`config.mk`:
```
export PLATFORM = sky130hd
export DESIGN_NAME = lut_cell_ram
export DESIGN_NICKNAME = d
export VERILOG_FILES = /design/src/rtl/lut_cell_pkg.sv /design/src/rtl/lut_cell_ctlmap.sv /design/src/rtl/lut_cell_table.sv /design/src/rtl/lut_cell_ff.sv /design/src/rtl/lut_cell_ram.sv
export SDC_FILE = /design/constraint.sdc
export NUM_CORES = 1
export LEC_CHECK = 0
export BUFFER_PORTS_ARGS = -buffer_cell sky130_fd_sc_hd__buf_2
export CAP_MARGIN = 0
export CORE_MARGIN = 5
export CORE_UTILIZATION = 50
export CTS_CLUSTER_SIZE = 25
export DETAILED_ROUTE_END_ITERATION = 10
export HOLD_SLACK_MARGIN = 0.05
export PLACE_DENSITY = 0.84
export SLEW_MARGIN = 0
export SYNTH_ARGS = -nofsm -noshare
export SYNTH_HDL_FRONTEND = slang
export SYNTH_SLANG_ARGS = --single-unit
```
`constraint.sdc`:
```
create_clock -name clk -period 3.2 [get_ports clk]
set_input_delay 0.48 -clock clk [delete_from_list [all_inputs] [get_ports clk]]
set_output_delay 0.48 -clock clk [all_outputs]
set_load 0.01 [all_outputs]
```
`src/rtl/lut_cell_pkg.sv`:
```
// Shared types for the cascaded lookup-table cell.
// Assumes the memory-mode and data-source encodings below are fixed by the ports.
package lut_cell_pkg;
    typedef enum logic [1:0] {
        MODE_LOGIC   = 2'd0,
        MODE_RAM16X2 = 2'd1,
        MODE_RAM32   = 2'd2,
        MODE_RSVD    = 2'd3
    } mem_mode_e;

    typedef enum logic [1:0] {
        DSRC_F   = 2'd0,
        DSRC_G   = 2'd1,
        DSRC_H   = 2'd2,
        DSRC_DIN = 2'd3
    } dsrc_e;

    typedef struct packed {
        logic h1;
        logic din;
        logic ec;
        logic sr;
    } roles_t;
endpackage

```
`src/rtl/lut_cell_ctlmap.sv`:
```
// Control role map: routes control pins onto the four internal roles.
// Assumes the selectors are static configuration; purely combinational.
module lut_cell_ctlmap
    import lut_cell_pkg::*;
#(
    parameter int CTL_W = 4
) (
    input  logic [CTL_W-1:0]         ctl,
    input  logic [$clog2(CTL_W)-1:0] sel_h1,
    input  logic [$clog2(CTL_W)-1:0] sel_din,
    input  logic [$clog2(CTL_W)-1:0] sel_ec,
    input  logic [$clog2(CTL_W)-1:0] sel_sr,
    input  logic                     ec_en,
    input  logic                     sr_en,
    output roles_t                   roles
);
    // Pick each role from its pin; unused enable defaults active, unused set/reset inactive.
    always_comb begin
        roles.h1  = ctl[sel_h1];
        roles.din = ctl[sel_din];
        roles.ec  = ec_en ? ctl[sel_ec] : 1'b1;
        roles.sr  = sr_en ? ctl[sel_sr] : 1'b0;
    end
endmodule

```
`src/rtl/lut_cell_table.sv`:
```
// One-bit-wide function table usable as a synchronous-write RAM.
// Assumes load has priority over a user write; reads are combinational.
module lut_cell_table #(
    parameter int ADDR_W = 4,
    localparam int DEPTH = 1 << ADDR_W
) (
    input  logic              clk,
    input  logic              rst_n,
    input  logic              load,
    input  logic [DEPTH-1:0]  init,
    input  logic              we,
    input  logic [ADDR_W-1:0] addr,
    input  logic              wdata,
    output logic              rdata,
    output logic [DEPTH-1:0]  bits_o
);
    logic [DEPTH-1:0] mem;

    // Storage update: clear on reset, bulk load, else single-bit write.
    always_ff @(posedge clk) begin
        if (!rst_n) begin
            mem <= '0;
        end else if (load) begin
            mem <= init;
        end else if (we) begin
            mem[addr] <= wdata;
        end
    end

    // Combinational read of the addressed entry.
    assign rdata  = mem[addr];
    assign bits_o = mem;
endmodule

```
`src/rtl/lut_cell_ff.sv`:
```
// One cell flip-flop with source select, clock enable and set/reset.
// Assumes set/reset outranks the enable; value forced is given by set_val.
module lut_cell_ff
    import lut_cell_pkg::*;
(
    input  logic       clk,
    input  logic       rst_n,
    input  logic [1:0] src,
    input  logic       f_res,
    input  logic       g_res,
    input  logic       h_res,
    input  logic       din,
    input  logic       ec,
    input  logic       sr,
    input  logic       set_val,
    output logic       q
);
    logic d;

    // Data source multiplexer.
    always_comb begin
        unique case (dsrc_e'(src))
            DSRC_F:  d = f_res;
            DSRC_G:  d = g_res;
            DSRC_H:  d = h_res;
            default: d = din;
        endcase
    end

    // State: reset, then set/reset, then enabled capture.
    always_ff @(posedge clk) begin
        if (!rst_n) begin
            q <= 1'b0;
        end else if (sr) begin
            q <= set_val;
        end else if (ec) begin
            q <= d;
        end
    end
endmodule

```
`src/rtl/lut_cell_ram.sv`:
```
// Logic cell: two function tables cascade into a combining table, a control
// role map, two flip-flops, and memory modes on the function tables.
// Assumes configuration inputs are held static between uses.
module lut_cell_ram
    import lut_cell_pkg::*;
#(
    parameter int ADDR_W = 4,
    parameter int CTL_W  = 4,
    localparam int DEPTH   = 1 << ADDR_W,
    localparam int SEL_W   = $clog2(CTL_W),
    localparam int H_DEPTH = 8,
    localparam int N_TBL   = 2,
    localparam int N_FF    = 2
) (
    input  logic               clk,
    input  logic               rst_n,
    input  logic [1:0]         cfg_mode,
    input  logic               cfg_load,
    input  logic [DEPTH-1:0]   cfg_f_tbl,
    input  logic [DEPTH-1:0]   cfg_g_tbl,
    input  logic [H_DEPTH-1:0] cfg_h_tbl,
    input  logic [SEL_W-1:0]   cfg_sel_h1,
    input  logic [SEL_W-1:0]   cfg_sel_din,
    input  logic [SEL_W-1:0]   cfg_sel_ec,
    input  logic [SEL_W-1:0]   cfg_sel_sr,
    input  logic               cfg_ec_en,
    input  logic               cfg_sr_en,
    input  logic [1:0]         cfg_xsrc,
    input  logic [1:0]         cfg_ysrc,
    input  logic               cfg_xset,
    input  logic               cfg_yset,
    input  logic [ADDR_W-1:0]  f_in,
    input  logic [ADDR_W-1:0]  g_in,
    input  logic [CTL_W-1:0]   ctl,
    output logic               f_out,
    output logic               g_out,
    output logic               h_out,
    output logic               qx,
    output logic               qy
);
    mem_mode_e mode;
    roles_t    roles;
    logic      role_h1, role_din, role_ec, role_sr;
    logic      ram16, ram32;

    logic [N_TBL-1:0]             tbl_we, tbl_wd, tbl_rd;
    logic [N_TBL-1:0][ADDR_W-1:0] tbl_addr;
    logic [N_TBL-1:0][DEPTH-1:0]  tbl_init, tbl_bits;
    logic [2:0]                   h_idx;
    logic                         h_lut;
    logic [N_FF-1:0][1:0]         ff_src;
    logic [N_FF-1:0]              ff_set, ff_q;

    assign mode  = mem_mode_e'(cfg_mode);
    assign ram16 = (mode == MODE_RAM16X2);
    assign ram32 = (mode == MODE_RAM32);

    lut_cell_ctlmap #(.CTL_W(CTL_W)) u_map (
        .ctl     (ctl),
        .sel_h1  (cfg_sel_h1),
        .sel_din (cfg_sel_din),
        .sel_ec  (cfg_sel_ec),
        .sel_sr  (cfg_sel_sr),
        .ec_en   (cfg_ec_en),
        .sr_en   (cfg_sr_en),
        .roles   (roles)
    );

    assign role_h1  = roles.h1;
    assign role_din = roles.din;
    assign role_ec  = roles.ec;
    assign role_sr  = roles.sr;

    // Table addressing and write steering per memory mode.
    always_comb begin
        tbl_init[0] = cfg_f_tbl;
        tbl_init[1] = cfg_g_tbl;
        tbl_addr[0] = f_in;
        tbl_addr[1] = ram32 ? f_in : g_in;
        tbl_we[0]   = role_ec & (ram16 | (ram32 & ~role_h1));
        tbl_we[1]   = role_ec & (ram16 | (ram32 &  role_h1));
        tbl_wd[0]   = role_din;
        tbl_wd[1]   = ram16 ? role_h1 : role_din;
    end

    for (genvar t = 0; t < N_TBL; t++) begin : g_tbl
        lut_cell_table #(.ADDR_W(ADDR_W)) u_tbl (
            .clk    (clk),
            .rst_n  (rst_n),
            .load   (cfg_load),
            .init   (tbl_init[t]),
            .we     (tbl_we[t]),
            .addr   (tbl_addr[t]),
            .wdata  (tbl_wd[t]),
            .rdata  (tbl_rd[t]),
            .bits_o (tbl_bits[t])
        );
    end

    // Second-level combine, or 32-deep read mux in single-RAM mode.
    always_comb begin
        h_idx = {role_h1, tbl_rd[1], tbl_rd[0]};
        h_lut = cfg_h_tbl[h_idx];
        h_out = ram32 ? (role_h1 ? tbl_rd[1] : tbl_rd[0]) : h_lut;
    end

    assign f_out = tbl_rd[0];
    assign g_out = tbl_rd[1];

    // Per-flip-flop configuration vectors.
    always_comb begin
        ff_src[0] = cfg_xsrc;
        ff_src[1] = cfg_ysrc;
        ff_set[0] = cfg_xset;
        ff_set[1] = cfg_yset;
    end

    for (genvar i = 0; i < N_FF; i++) begin : g_ff
        lut_cell_ff u_ff (
            .clk     (clk),
            .rst_n   (rst_n),
            .src     (ff_src[i]),
            .f_res   (tbl_rd[0]),
            .g_res   (tbl_rd[1]),
            .h_res   (h_out),
            .din     (role_din),
            .ec      (role_ec),
            .sr      (role_sr),
            .set_val (ff_set[i]),
            .q       (ff_q[i])
        );
    end

    assign qx = ff_q[0];
    assign qy = ff_q[1];
endmodule

```
Word level (Yosys, flattened, before mapping)
Index checks and enable logic that the tools add are counted.
{ "op_classes": {"magnitude_cmp": 9, "eq_ne": 6, "muxes": 36, "bitwise": 7, "reduce_logical": 7} }
{ "op_table": {"columns": ["cell", "count"], "rows": [
  ["$mux 16", 4],
  ["$bwmux 16", 2],
  ["$mux 1", 18],
  ["$lt 2x3->1 const B", 4],
  ["$lt 4x5->1 const B", 2],
  ["$bmux 1 s2", 4],
  ["$bmux 1 s4", 2],
  ["$demux 1 s4", 2],
  ["$ge 4x1->1 const B", 2],
  ["$eq 2x1->1 const B", 3],
  ["$eq 2x2->1 const B", 3],
  ["$pmux 1 s3", 2],
  ["$reduce_bool 2->1", 3],
  ["$and 1x1->1", 4],
  ["$logic_not 2->1", 2],
  ["$lt 3x4->1 const B", 1],
  ["$mux 4", 1],
  ["$bmux 1 s3", 1],
  ["$logic_and 1x1->1", 2],
  ["$or 1x1->1", 2],
  ["$not 1->1", 1]
]} }
{ "word_totals": {"reg_bits": 34, "in_bits": 73, "out_inout_bits": 5, "elab_cells": 69} }

Longest topological paths before layout
Gate-level depths: netlist (run 1).
{ "depth": {"word_depth": 10, "depth_mapped": 10, "mapped_depth_nobuf": 9} }

Modules after synthesis
A second synthesis (run 1) with hierarchy kept.
{ "hier_totals": {"hier_cells": 271, "area_unflattened_um2": 2418.6} }
{ "by_module_without_submodules": {"columns": ["mod", "instances", "cells_each", "area_each_um2", "seq_area_each_um2"], "rows": [
  ["lut_cell_table", 2, 112, 983.4, 320.3],
  ["lut_cell_ram", 1, 23, 186.4, 0.0],
  ["lut_cell_ff", 2, 9, 81.3, 20.0],
  ["lut_cell_ctlmap", 1, 6, 102.6, 0.0]
]} }

Worst setup path after synthesis (run 1)
No wires, ideal clock.
{ "synth_path": {"path_type": "input-to-output", "startpoint": "in cfg_mode[0]", "endpoint": "out h_out", "t_arrival_ns": 2.443, "required_ns": 2.720, "path_slack_ns": 0.277, "path_stages": 9, "n_path_buf": 1, "path_cell_list": "nand2b_1 buf_6 a21boi_4 mux2_1 o211a_1 nor4_4 inv_1 o211ai_2 and2_1"} }
{ "synth_between": {"elab_chain_len": 7, "word_cells_on_any_way": 8, "cone_classes": "1 x eq/ne; 7 x mux"} }
{ "synth_lines": {"columns": ["element", "line", "text"], "rows": [
  ["from (decl)", "lut_cell_ram.sv:17", "input logic [1:0] cfg_mode,"],
  ["$eq 2x2->1 *", "lut_cell_ram.sv:56", "assign ram32 = (mode == MODE_RAM32);"],
  ["$mux 4 *", "lut_cell_ram.sv:79", "tbl_addr[1] = ram32 ? f_in : g_in;"],
  ["$bmux 1 s4 *", "lut_cell_table.sv:31", "assign rdata = mem[addr];"],
  ["$mux 1 (not written as such) *", "lut_cell_table.sv:31", null],
  ["net g_out", "lut_cell_ram.sv:36", "output logic g_out,"],
  ["$bmux 1 s3", "lut_cell_ram.sv:103", "h_lut = cfg_h_tbl[h_idx];"],
  ["$mux 1 (not written as such)", "lut_cell_ram.sv:103", null],
  ["$mux 1 *", "lut_cell_ram.sv:104", "h_out = ram32 ? (role_h1 ? tbl_rd[1] : tbl_rd[0]) : h_lut;"],
  ["to (decl)", "lut_cell_ram.sv:37", "output logic h_out,"]
]} }
Mark *: on every way through the listed nets, which the timed path passes. The rest lies on a longest branch. The select of a mux whose other input is x is not followed.

Final worst setup path (run 1)
{ "layout_path": {"startpoint": "in cfg_mode[0]", "endpoint": "out h_out"} }
{ "layout_between": {"elab_chain_len": 7, "word_cells_on_any_way": 8, "cone_classes": "1 x eq/ne; 7 x mux"} }
{ "layout_lines": {"columns": ["element", "line"], "rows": [
  ["$eq 2x2->1 *", "lut_cell_ram.sv:56"],
  ["$mux 4", "lut_cell_ram.sv:79"],
  ["$bmux 1 s4", "lut_cell_table.sv:31"],
  ["$mux 1 (not written as such)", "lut_cell_table.sv:31"],
  ["$bmux 1 s3", "lut_cell_ram.sv:103"],
  ["$mux 1 (not written as such)", "lut_cell_ram.sv:103"],
  ["$mux 1 *", "lut_cell_ram.sv:104"]
]} }
Mark *: on every way between the ends. The rest lies on a longest branch, timed or not. The select of a mux whose other input is x is not followed.

==> results of run 1 <==
-- area by class of cell --
cell class	instances	area share, %
Clock buffer	7	2.47
Sequential cell	34	22.0
Tap cell	70	2.83
Timing Repair Buffer	86	14.6
Inverter	12	1.46
Multi-Input combinational cell	247	56.6
-- power groups by stage --
stage	registers [W]	logic (W)	clock network, W
after floorplan	0.000473	0.000216	0
after global placement	0.000476	0.000322	0
after detailed placement	0.000477	0.000329	0
after CTS	0.000468	0.000330	0.000300
after global routing	0.000471	0.000364	0.000313
final	0.000468	0.000333	0.000298
-- flip-flops by register name, indices dropped and copies added (netlist names) --
| register | cells |
|---|---|
| g_ff.u_ff.q | 2 |
| g_tbl.u_tbl.bits_o | 32 |
-- stage by stage --
step                      std cells  utilization (%)  hold slack (ns)
final                           456             61.3            0.417
after floorplan                 314                -            0.440
after detailed placement        449             59.8            0.477
after global placement          449             59.8            0.452
after CTS                       456             61.3            0.416
after global routing            456             61.3            0.421
-- per-layer routing --
layer / part of all wire, % / wire, um / vias to the layer above / GRT usage (%)
met2: 49 / 3490 / 126 / 39.5
li1: - / - / 1306 / -
met5: 0 / 0 / - / 0
met1: 42 / 3020 / 1261 / 27.3
met4: 2.5 / 181 / 0 / 8.80
met3: 6.7 / 483 / 20 / 3.95
-- final timing paths --
check,from,endpoint,slack (ns),depth (start not counted)
setup / recovery,cfg_mode[0],h_out,0.15,10
hold / removal,cfg_f_tbl[7],g_tbl[0].u_tbl.bits_o[7]$_SDFFE_PN0P_,0.42,2
setup reg to reg,g_tbl[0].u_tbl.bits_o[3]$_SDFFE_PN0P_,g_ff[1].u_ff.q$_SDFFE_PN0P_,0.74,9
hold reg to reg,g_tbl[1].u_tbl.bits_o[14]$_SDFFE_PN0P_,g_tbl[1].u_tbl.bits_o[14]$_SDFFE_PN0P_,0.48,2
-- Yosys cell counts, drive strengths merged, types with 2 or more instances --
master / count
o211a: 8
nor2: 42
a21o: 2
mux2i: 20
a22oi: 3
mux4: 8
inv: 11
buf: 6
nor4: 2
nand2: 35
o21ai: 2
nand3b: 3
a311oi: 2
a22o: 3
a221oi: 2
and2: 6
a211oi: 11
a31oi: 5
and3: 2
a32oi: 6
o31ai: 3
nor2b: 6
a21oi: 19
a32o: 5
nor3: 7
nand2b: 6
clkbuf: 15
nand3: 14
dfxtp: 34
o211ai: 9
mux2: 6
o41ai: 2
-- cell families after synthesis --
family	share of synthesized area, %
buffers and inverters	5.27
AND/OR/NAND/NOR	24.2
multiplexers	17.8
flip-flops	26.6
AO/OA/AOI/OAI	26.2
-- timing repair --
action,4_1_cts,5_1_grt
endpoints found under the hold margin,0,0
setup endpoints to repair,0,1
gates resized for setup,0,1
hold buffers,0,0
setup buffers,0,0
==> impl_metrics.toml, run 1 <==
[timing]
clock_skew_ns = 0.00281
finalSetupViolations = 0
max_freq_mhz = 328
fin_crit_ns = 3.05
drv_slew = 0
final_hold_viol_count = 0
slew_headroom_pct = 36.0
tightest_slew_ns = 0.960
rsz0062_at_grt = "false"
finalSetupTns_ns = 0
setup_slack_ns = 0.149
fin_crit_sh_pct = 95.3

[worst_hold_path]
hold_class = "in -> reg"

[die]
coreArea_sq_um = 5040
start_util_pct = 50.8
io_pins = 78
die_x_um = 81.6
rows = 26
fp.dieArea_sq_um = 6660
fp.dieH_um = 81.6

[grt]
track_usage_pct = 22.5
grt_max_degree = 37
grt_first_pass_wirelength_um = 11800
antenna_found_initial = 0
first_global_vias = 2653
grt_remaining_overflow = 0

[yosys]
yosys.area.top_type = "dfxtp_1"
yosysTopAreaCellShare_pct = 26.6
synthArstFlopShare_pct = 0
ys_top_cells_by_area = "dfxtp_1, mux2i_1, mux4_2, nor2_1, nand2_1"
synth_seq_cells = 34
syn_nets = 387
netlist_area_sq_um = 2560
syn_avg_cell_area_sq_um = 8.16
synth_edf_count = 0
yosys_warnings = 0
ys_types = 50
postSynthCellCount = 314
yosysSeqAreaShare_pct = 26.6
synth_top_flop_cell = "dfxtp_1"

[drt]
drc = 0
antenna_left = 0
drtIter0Drc = 209
via_count = 2713
vias_per_cell = 5.95
wire_per_inst_um = 15.7
routed_wl_um = 7180
drt_first_pass_iters = 5

[critical_path]
critPathMaxStageDelay_ns = 0.35
critPathSlowestCell = "mux2_1"
path_cells = "buf_2 > nand2b_2 > a21boi_4 > mux2_1 > o211a_1 > nor4_4 > inv_1 > o211ai_2 > and2_1 > buf_2"
worstSetupPathType = "in -> out"
critPathArrivalTime_ns = 2.57
critPathMostFrequentCell = "buf_2"
critPathBufInv = 3
crit_path_end_kind = "output port"
path_delay_family = "compound AO/OA/AOI/OAI gates"
cp_max_fo = 6
crit_required_ns = 2.72
start_kind = "primary input"

[clock_network]
cts.clk_slew.worst_paths_ns = 0.07
root_buffer = "clkbuf_8"
cts_sinks = 34
cts_buffers = 5
cts_tree = "yes"
cts_buffer_depth = 2
clk_latency_ns = 0.28
cts_max_level = 2

[pwr]
p_leak_nw = 1.33
p_seq_share_pct = 42.6
p_total_w = 0.00110
power_frac_comb_pct = 30.3
p_int_w = 0.000754
ir_drop_mv = 0.176
power.switching_w = 0.000345
power_frac_clock_pct = 27.1
p_per_area_nw_per_um2 = 355
swShare_pct = 31.4

[final_layout]
fin_area_sq_um = 3090
multiInputGateArea_sq_um = 1750
antennaDiodeCount = 0
layout_commonest_cell = "buf_2"
n_fill_cell = 444
layout_common_cells = "buf_2, nor2_1, nand2_1"
area_delta_synth_final_pct = 20.7
nets = 459
layout-drive-gt1-share_pct = 29.5
seq_area_sq_um = 681

[placement]
io_buffers = 77
dp_hpwl_um = 5510
dp_slack_ns = 0.0960
placed_cell_area_sq_um = 3010
gp_congestion = 0.930

[run]
drv_cap = 0

[status]
status = "complete, no violations"
(Power assumes the default switching activity.)
==> inputs of run 2 (changes only) <==
CORE_UTILIZATION = 52   (was 50)
PLACE_DENSITY = 0.87   (was 0.84)
==> impl_metrics.toml, run 2 (synthesized netlist as in run 1, its figures left out) <==
[drt]
wire_per_inst_um = 16.4
drc = 0
antenna_left = 0
vias_per_cell = 6.11
drtIter0Drc = 265
via_count = 2776
routed_wl_um = 7430
drt_first_pass_iters = 6

[worst_hold_path]
hold_class = "in -> reg"
min_to = "g_tbl[0].u_tbl.bits_o[7]$_SDFFE_PN0P_"
hold_path_depth = 2
hp-start = "cfg_f_tbl[7]"

[die]
fp.dieH_um = 80.2
fp.dieArea_sq_um = 6430
rows = 25
start_util_pct = 53.9
coreArea_sq_um = 4750
die_x_um = 80.2
io_pins = 78

[placement]
io_buffers = 77
gp_congestion = 0.907
dp_hpwl_um = 5490
dp_slack_ns = 0.171

[clock_network]
cts_setup_buffers = 0
cts_resized = 0
cts.clk_slew.worst_paths_ns = 0.07
root_buffer = "clkbuf_8"
ctsHoldBuffers = 0
cts_tree = "yes"
cts_buffers = 5
cts_max_level = 2
clk_latency_ns = 0.29
cts_buffer_depth = 2
cts_sinks = 34

[timing]
final_hold_viol_count = 0
finalSetupTns_ns = 0
setup_slack_ns = 0.145
max_freq_mhz = 327
rsz0062_at_grt = "false"
drv_slew = 0
fin_crit_sh_pct = 95.5
fin_crit_ns = 3.05
tightest_slew_ns = 0.958
clock_skew_ns = 0.00434
finalSetupViolations = 0
slew_headroom_pct = 36.1
hold_ws_ns = 0.405

[critical_path]
cp_max_fo = 8
path_cells = "buf_2 > nand2b_1 > a21boi_4 > mux2_1 > o211a_1 > nor4_4 > buf_4 > a31oi_1 > and2_1 > buf_2"
r2r_slack_ns = 0.71
crit_path_end_kind = "output port"
reg2reg_from = "g_tbl[0].u_tbl.bits_o[2]$_SDFFE_PN0P_"
critPathMostFrequentCell = "buf_2"
path_delay_family = "compound AO/OA/AOI/OAI gates"
critPathMaxStageDelay_ns = 0.36
crit_required_ns = 2.72
critPathSlowestCell = "mux2_1"
critPathArrivalTime_ns = 2.57
critPathBufInv = 3
r2r_cells = 9
start_kind = "primary input"
worst-path-stages = 10
timing.rr.end = "g_ff[1].u_ff.q$_SDFFE_PN0P_"
worstSetupPathType = "in -> out"

[grt]
grt_remaining_overflow = 0
grt_max_degree = 46
grt_first_pass_wirelength_um = 12100
track_usage_pct = 24.0
antenna_found_initial = 0
first_global_vias = 2736

[final_layout]
layout_commonest_cell = "buf_2"
nets = 459
largest_register_ffs = 32
antennaDiodeCount = 0
layout_common_cells = "buf_2, nor2_1, nand2_1"
layout-drive-gt1-share_pct = 29.7
area_delta_synth_final_pct = 21.3

[pwr]
ir_drop_mv = 0.209
p_total_w = 0.00114
p_per_area_nw_per_um2 = 367
p_leak_nw = 1.34

[run]
drv_cap = 0

[status]
status = "complete, no violations"
## run 2: changes by cell type in the layout (fill, tap and decap cells not counted)
cell      change
mux2i_4       +1
nand2b_2      -1
clkinv_2      +1
nand2b_1      +1
mux2i_2       -1
clkbuf_1      -1
clkbuf_8      +1
## run 2: cell type report
cell class	instances	area, sq um
multi-input combinational	247	1760
fill	404	1650
sequential	34	681
timing repair buffer	86	453
clock buffer	7	86.3
tap	67	83.8
inverter	12	45.0
clock inverter	1	5.00
## run 2: per-layer routing
layer	GRT usage, %	part of all wire (%)	up-vias
li1	-	-	1312
met2	38.4	47	148
met4	10.5	2.4	0
met1	29.3	41	1288
met5	0	0	-
met3	7.74	9.4	28
## run 2: through the flow
stage	cell area, sq um	util, %	std cells
2_1_floorplan	2560	-	314
3_3_place_gp	3010	63.3	446
3_5_place_dp	3010	63.3	446
4_1_cts	3100	65.2	454
5_1_grt	3110	65.4	454
6_report	3110	65.4	454
## run 2: worst register-to-register path, stage by stage (launching register included)
cell	delay, ns
dfxtp_1	0.33
mux4_2	0.46
a22oi_1	0.22
nand3_1	0.32
mux2i_1	0.22
o41ai_2	0.07
o211ai_2	0.15
buf_4	0.16
a2111oi_2	0.34
nor3_2	0.08
## run 2: how the worst max path moves through the flow
stage                startpoint    end  slack [ns]
floorplan           cfg_mode[0]  h_out        0.28
global placement    cfg_mode[0]  h_out        0.21
detailed placement  cfg_mode[0]  h_out        0.17
CTS                 cfg_mode[0]  h_out        0.16
global route            f_in[0]  h_out      0.0006
finish              cfg_mode[0]  h_out        0.15
## run 2: where the power goes
part	internal (W)	switching [W]	leakage (nW)
sequential	0.000452	0.0000164	0.282
clock	0.000174	0.000161	0.0482
combinational	0.000152	0.000185	1.01
total	0.000778	0.000362	1.34
